**config.mk**
```make
export PLATFORM = sky130hd
export DESIGN_NAME = trace_merge
export DESIGN_NICKNAME = d
export VERILOG_FILES = /design/src/rtl/tm_pkg.sv /design/src/rtl/tm_lane_cmp.sv /design/src/rtl/tm_select.sv /design/src/rtl/tm_out_stage.sv /design/src/rtl/trace_merge.sv
export SDC_FILE = /design/constraint.sdc
export NUM_CORES = 1
export LEC_CHECK = 0
export CAP_MARGIN = 10
export CORE_ASPECT_RATIO = 1.2
export CORE_MARGIN = 2
export CORE_UTILIZATION = 44
export CTS_CLUSTER_DIAMETER = 200
export CTS_CLUSTER_SIZE = 12
export DETAILED_ROUTE_END_ITERATION = 10
export GPL_TIMING_DRIVEN = 0
export PLACE_DENSITY = 0.9
export REMOVE_ABC_BUFFERS = 1
export SLEW_MARGIN = 20
export SYNTH_ARGS = -nofsm -noshare
export SYNTH_HDL_FRONTEND = slang
export SYNTH_HIERARCHICAL = 1
export SYNTH_SLANG_ARGS = --single-unit
```
**constraint.sdc**
```tcl
create_clock -name clk -period 3.76 [get_ports clk]
set_input_delay 0.564 -clock clk [delete_from_list [all_inputs] [get_ports clk]]
set_output_delay 0.564 -clock clk [all_outputs]
set_load 0.005 [all_outputs]
```
**src/rtl/tm_pkg.sv**
```systemverilog
package tm_pkg;
  function automatic int idx_width(input int n);
    return (n > 1) ? $clog2(n) : 1;
  endfunction
endpackage

```
**src/rtl/tm_lane_cmp.sv**
```systemverilog
module tm_lane_cmp #(
  parameter int SN_W = 8
) (
  input  logic            lane_valid,
  input  logic [SN_W-1:0] lane_sn,
  input  logic [SN_W-1:0] want_sn,
  output logic            hit
);
  always_comb hit = lane_valid && (lane_sn == want_sn);
endmodule

```
**src/rtl/tm_select.sv**
```systemverilog
module tm_select #(
  parameter int LANES = 2,
  parameter int SEL_W = 1
) (
  input  logic [LANES-1:0] hit,
  output logic [LANES-1:0] grant,
  output logic [SEL_W-1:0] sel_idx,
  output logic             any_hit,
  output logic             multi_hit
);
  always_comb begin
    logic found;
    int   cnt;
    found   = 1'b0;
    cnt     = 0;
    grant   = '0;
    sel_idx = '0;
    for (int i = 0; i < LANES; i++) begin
      if (hit[i]) begin
        cnt = cnt + 1;
        if (!found) begin
          found    = 1'b1;
          grant[i] = 1'b1;
          sel_idx  = SEL_W'(i);
        end
      end
    end
    any_hit   = found;
    multi_hit = (cnt > 1);
  end
endmodule

```
**src/rtl/tm_out_stage.sv**
```systemverilog
module tm_out_stage #(
  parameter int W = 8
) (
  input  logic         clk,
  input  logic         rst,
  input  logic         load,
  input  logic [W-1:0] din,
  input  logic         dn_ready,
  output logic         can_load,
  output logic         q_valid,
  output logic [W-1:0] q
);
  always_comb can_load = !q_valid || dn_ready;

  always_ff @(posedge clk) begin
    if (rst) begin
      q_valid <= 1'b0;
      q       <= '0;
    end else if (load) begin
      q_valid <= 1'b1;
      q       <= din;
    end else if (dn_ready) begin
      q_valid <= 1'b0;
    end
  end
endmodule

```
**src/rtl/trace_merge.sv**
```systemverilog
module trace_merge #(
  parameter int LANES    = 2,
  parameter int SN_W     = 8,
  parameter int PAY_W    = 32,
  parameter int START_SN = 0
) (
  input  logic                   clk,
  input  logic                   rst,
  input  logic [LANES-1:0]       in_valid,
  input  logic [LANES*SN_W-1:0]  in_sn,
  input  logic [LANES*PAY_W-1:0] in_data,
  output logic [LANES-1:0]       in_ready,
  output logic                   out_valid,
  output logic [SN_W-1:0]        out_sn,
  output logic [PAY_W-1:0]       out_data,
  input  logic                   out_ready,
  output logic                   err_dup,
  output logic                   err_stall
);
  localparam int SEL_W = tm_pkg::idx_width(LANES);
  localparam int REC_W = SN_W + PAY_W;

  logic [SN_W-1:0]  exp_sn;
  logic [LANES-1:0] hit;
  logic [LANES-1:0] grant;
  logic [SEL_W-1:0] sel_idx;
  logic             any_hit;
  logic             multi_hit;
  logic             can_load;
  logic             accept;
  logic [REC_W-1:0] sel_rec;
  logic [REC_W-1:0] held_rec;

  for (genvar g = 0; g < LANES; g++) begin : g_lane
    tm_lane_cmp #(.SN_W(SN_W)) u_cmp (
      .lane_valid (in_valid[g]),
      .lane_sn    (in_sn[g*SN_W +: SN_W]),
      .want_sn    (exp_sn),
      .hit        (hit[g])
    );
  end

  tm_select #(.LANES(LANES), .SEL_W(SEL_W)) u_sel (
    .hit       (hit),
    .grant     (grant),
    .sel_idx   (sel_idx),
    .any_hit   (any_hit),
    .multi_hit (multi_hit)
  );

  always_comb begin
    accept   = any_hit && can_load;
    in_ready = grant & {LANES{can_load}};
    sel_rec  = {in_sn[sel_idx*SN_W +: SN_W], in_data[sel_idx*PAY_W +: PAY_W]};
  end

  tm_out_stage #(.W(REC_W)) u_out (
    .clk      (clk),
    .rst      (rst),
    .load     (accept),
    .din      (sel_rec),
    .dn_ready (out_ready),
    .can_load (can_load),
    .q_valid  (out_valid),
    .q        (held_rec)
  );

  always_comb begin
    out_sn   = held_rec[REC_W-1 -: SN_W];
    out_data = held_rec[PAY_W-1:0];
  end

  always_ff @(posedge clk) begin
    if (rst) begin
      exp_sn    <= SN_W'(START_SN);
      err_dup   <= 1'b0;
      err_stall <= 1'b0;
    end else begin
      if (accept) exp_sn <= exp_sn + 1'b1;
      if (multi_hit) err_dup <= 1'b1;
      if ((&in_valid) && !any_hit) err_stall <= 1'b1;
    end
  end
endmodule

```
# == Yosys cells after proc, flatten, opt, wreduce, memory -nomap -nowiden ==
# Cells that the tools add are included.
# Widths: inputs -> output; s select.
# word_totals
register_bits,51
latch_bits,0
mem_bits_rw,0
rom_bits,0
elab_cells,30
n_memories,0
# op_classes
n_addsub,2
n_mul,0
div_mod_pow,0
n_lt_le_gt_ge,1
n_eq_ne,2
shifts,2
n_mux,8
bitwise,1
reduce_logical,9
# op_table
op,count
$shiftx 64x7->32,1
$gt 32x2->1 const B,1
$mux 32,1
$eq 8x8->1,2
$shiftx 16x5->8,1
$add 8x1->8 const B,1
$mux 1,7
$logic_and 1x1->1,4
$add 1x1->2 const B,1
$and 2x2->2,1
$logic_not 1->1,2
$reduce_and 2->1,1
$reduce_bool 2->1,1
$logic_or 1x1->1,1

# == Longest topological paths before layout ==
# Gate-level depths: netlist of the first run.
# depth
word_depth,6
mapped_depth,10
ltp_nobuf,8

# == Cells and area by module ==
# Netlist of the first run, hierarchy kept.
# modules_own_cells
mod,n_inst,cells_per_inst,area_per_inst_um2
tm_out_stage,1,134,1506.4
trace_merge,1,94,893.4
tm_lane_cmp,2,12,95.1
tm_select,1,5,37.5

# == Worst setup path after synthesis of the first run ==
# No wires, ideal clock.
# synth_timing
kind,input -> output
startpoint,in in_sn[7]
endpoint,out in_ready[1]
t_arrival_ns,1.497
slack_ns,1.699
cell_stages,6
n_path_buf,1
cell_sequence,xnor2_1 -> nand3_1 -> nor3_2 -> and2b_2 -> buf_4 -> and2_1
# synth_between
elab_chain_len,6
# synth_lines
element,line,rtl
from (decl),trace_merge.sv:10,"input logic [LANES*SN_W-1:0] in_sn,"
$eq 8x8->1,tm_lane_cmp.sv:9,always_comb hit = lane_valid && (lane_sn == want_sn);
$logic_and 1x1->1,tm_lane_cmp.sv:9,
net hit[0],trace_merge.sv:24,logic [LANES-1:0] hit;
$mux 1,tm_select.sv:19,if (hit[i]) begin
$mux 1 (2 in series),n/a,
net sel_idx,trace_merge.sv:26,logic [SEL_W-1:0] sel_idx;
$and 2x2->2,trace_merge.sv:53,in_ready = grant & {LANES{can_load}};
to (decl),trace_merge.sv:12,"output logic [LANES-1:0] in_ready,"
# The timed path passes the listed nets, and every way through them passes these cells.

# == Final worst setup path of the first run ==
# layout_timing
startpoint,in in_sn[8]
endpoint,out in_ready[1]
# layout_between
elab_chain_len,4
# layout_lines
element,line
$eq 8x8->1,tm_lane_cmp.sv:9
$logic_and 1x1->1,tm_lane_cmp.sv:9
net hit[1],trace_merge.sv:24
$mux 1,n/a
net sel_idx,trace_merge.sv:26
$and 2x2->2,trace_merge.sv:53
# The timed path passes the listed nets, and every way through them passes these cells.

==> flow_metrics.py, run 1 <==
metrics = {
    "sta": {
        "finalCriticalPeriod_ns": 3.623,
        "slew_viol_final": 0,
        "fin_crit_sh_pct": 96.37,
        "finalSetupTns_ns": 0,
        "finClkSkew_ns": 0.008897,
        "slew_headroom_pct": 37.95,
        "grt_setup_unrepaired": "no",
        "fin_hold_ws_ns": 0.4945,
        "timing.fmax_ghz": 0.2760,
        "setup_viol": 0,
        "finalHoldViolCount": 0,
        "worst-slew-pin-transition_ns": 0.9308,
    },
    "setup_path": {
        "rr_endpoint": "u_out/q[15]",
        "worstSetupPathType": "input pin to output port",
        "end_kind": "output port",
        "critical_path_required_ns": 3.20,
        "critical_path.startpoint": "in_sn[8]",
        "r2r_slack_ns": 1.22,
        "critPathLaunchType": "input pin",
        "crit_end": "in_ready[1]",
        "worstRegToRegCells": 7,
        "r2r_start": "exp_sn[0]",
        "worstPathArrival_ns": 3.06,
        "path_max_fanout": 41,
    },
    "cells_and_area": {
        "regArea_um2": 1021,
        "layout.cells.non_filler": 459,
        "antennaDiodeCount": 0,
        "areaGrowthSynthToFinish_pct": 51.90,
        "nets": 464,
        "layout-drive-gt1-share_pct": 15.57,
        "multi_input_area_um2": 1436,
        "final_cell_area_um2": 3991,
        "fillers": 442,
    },
    "placement": {
        "dp.cells": 451,
        "place_area_um2": 3910,
        "io_buffers": 129,
        "gp_congestion": 0.7927,
        "hpwl_mm": 4.992,
    },
    "power": {
        "power_uw": 985.6,
        "peakVddDrop_v": 0.0001762,
        "power_density_nw_per_um2": 246.9,
        "leakage_nw": 1.329,
    },
    "floorplan": {
        "initial_core_util_pct": 46.05,
        "die_h_um": 88.65,
        "io_pins": 130,
        "fp.dieArea_um2": 6608,
        "die_w_um": 74.55,
        "fp-row-count": 30,
        "core_area_um2": 5705,
    },
    "flow_run": {
        "cap_violations": 0,
    },
    "hold_path": {
        "hold_start": "err_dup",
        "hold_path.class": "register to register",
    },
    "synth": {
        "synth_warnings": 6,
        "synth_common_cells": "51 x dfxtp_1, 42 x nor2_1, 40 x mux2_2, 40 x mux2i_1, 17 x xnor2_1",
        "netlist_top_cells_area": "dfxtp_1 39%, mux2_2 17%, mux2i_1 15%, nor2_1 6.0%, xnor2_1 5.7%",
        "yosys.area.top_type": "dfxtp_1",
        "ys_async_sr_fraction_pct": 0,
        "synthFlopType": "dfxtp_1",
        "syn_inst": 257,
        "synth.distinct_cells": 32,
        "synth_top_area_share_pct": 38.86,
        "post-synth-top-count-cell": "dfxtp_1",
        "ys_ff_latch": 51,
        "synth_edf_count": 0,
        "avgSynthCellArea_um2": 10.22,
        "ys_seq_area_share_pct": 38.86,
        "netlist_area_um2": 2628,
    },
    "global_route": {
        "antenna_found_initial": 0,
        "grt_max_degree": 42,
        "grt_usage_pct": 20.30,
        "grt_overflow": 0,
        "grt_pass1_vias": 2451,
        "grt_pass1_wl_mm": 10.54,
    },
    "clocking": {
        "clock_latency_ns": 0.29,
        "post-cts-setup-buffers": 0,
        "cts_tree": "yes",
        "numCtsBuffers": 5,
        "htreeDepth": 2,
        "cts_buffer_depth": 2,
        "ctsResizeCount": 0,
        "clkSlewWorstSetupHoldPaths_ns": 0.08,
        "cts_root_buffer": "clkbuf_8",
        "hold_buffers": 0,
        "cts.sinks": 51,
    },
    "status": {
        "status": "completed",
    },
    "route": {
        "dr.pass1.iters": 4,
        "drt-initial-drc-count": 67,
        "drt_wl_total_mm": 6.487,
        "dr_total_vias": 2251,
        "drc_errors": 0,
        "viasPerCell": 4.904,
        "postRouteAntennaNets": 0,
        "wl_per_cell_um": 14.13,
    },
}
[cell families (layout without fill, tap and decap cells)]
logic type,after synthesis,in the layout,synth area share (%)
muxes,80,80,32.38
and+or+nand+nor,72,72,13.19
DFF,51,51,38.86
buffers and inverters,22,144,6.476
xor gates and xnor gates,18,18,6.000
AOI/OAI and AO/OA,13,13,2.619
adders and majority gates,1,1,0.4761
[worst max-delay path, stage by stage]
cell             delay, ns
clkdlybuf4s50_1       0.49
xnor2_1               0.13
nand4_1               0.16
nor3_2                0.18
and2b_2               0.80
and2_1                0.22
clkdlybuf4s50_1       0.50
[layout by cell type, fill, tap and decap left out, types with 2 or more instances in the layout]
master / n
clkdlybuf4s50_1: 128
mux2_2: 40
dfxtp_1: 51
a21oi_1: 7
nor2_1: 42
clkbuf_8: 5
nand4_1: 3
mux2i_1: 40
nand3_1: 5
clkbuf_1: 2
or3_1: 3
inv_1: 4
nor3_2: 2
xnor2_1: 17
o21ai_0: 4
and2_1: 2
nand2_1: 5
nor2_2: 3
[worst min-delay path by stage]
stage / end / slack (ns) / cells after the start
CTS: err_stall / 0.49 / 2
global route: u_out/q[22] / 0.53 / 2
detailed placement: err_stall / 0.47 / 2
global placement: err_stall / 0.45 / 2
floorplan: err_stall / 0.46 / 2
finish: err_dup / 0.49 / 2
[metrics by stage]
| step | utilization [%] | setup slack [ns] |
|---|---|---|
| 5_1_grt | 69.96 | 0.001485 |
| 6_report | 69.96 | 0.1366 |
| 3_3_place_gp | 67.79 | -0.1897 |
| 4_1_cts | 69.96 | 0.1357 |
| 3_5_place_dp | 68.53 | 0.1412 |
| 2_1_floorplan | - | 0.8937 |
[per-layer routing]
layer	share of wire (%)	GRT usage, %	vias to the layer above
met5	0	0	-
met4	1.8	6.494	0
met3	6.1	5.581	12
met2	55	38.70	82
met1	37	21.08	1040
li1	-	-	1117
[report_power, final]
part / switching, mW / internal (mW)
Combinational: 0.0380 / 0.107
Sequential: 0.00101 / 0.541
Clock: 0.167 / 0.131
Total: 0.207 / 0.779
[flip-flops by register name, summed over array words and instances, names as in the netlist]
signal         cells
u_out/q           40
exp_sn             8
err_dup            1
err_stall          1
u_out/q_valid      1
[layout make-up]
class	count	share of cell area, %
clock buffers	7	1.912
repair buffers	131	33.42
clock inverters	1	0.1254
flip-flops and latches	51	25.58
well taps	80	2.508
multi-input cells	184	35.99
inverters	5	0.4702
Note: power is estimated with default switching activity, not from simulation.
==> inputs of run 2 (changes only) <==
CTS_CLUSTER_SIZE = 24   (was 12)
==> results of run 2 <==
No change in the layout: final DEF, timing and power equal those of run 1.
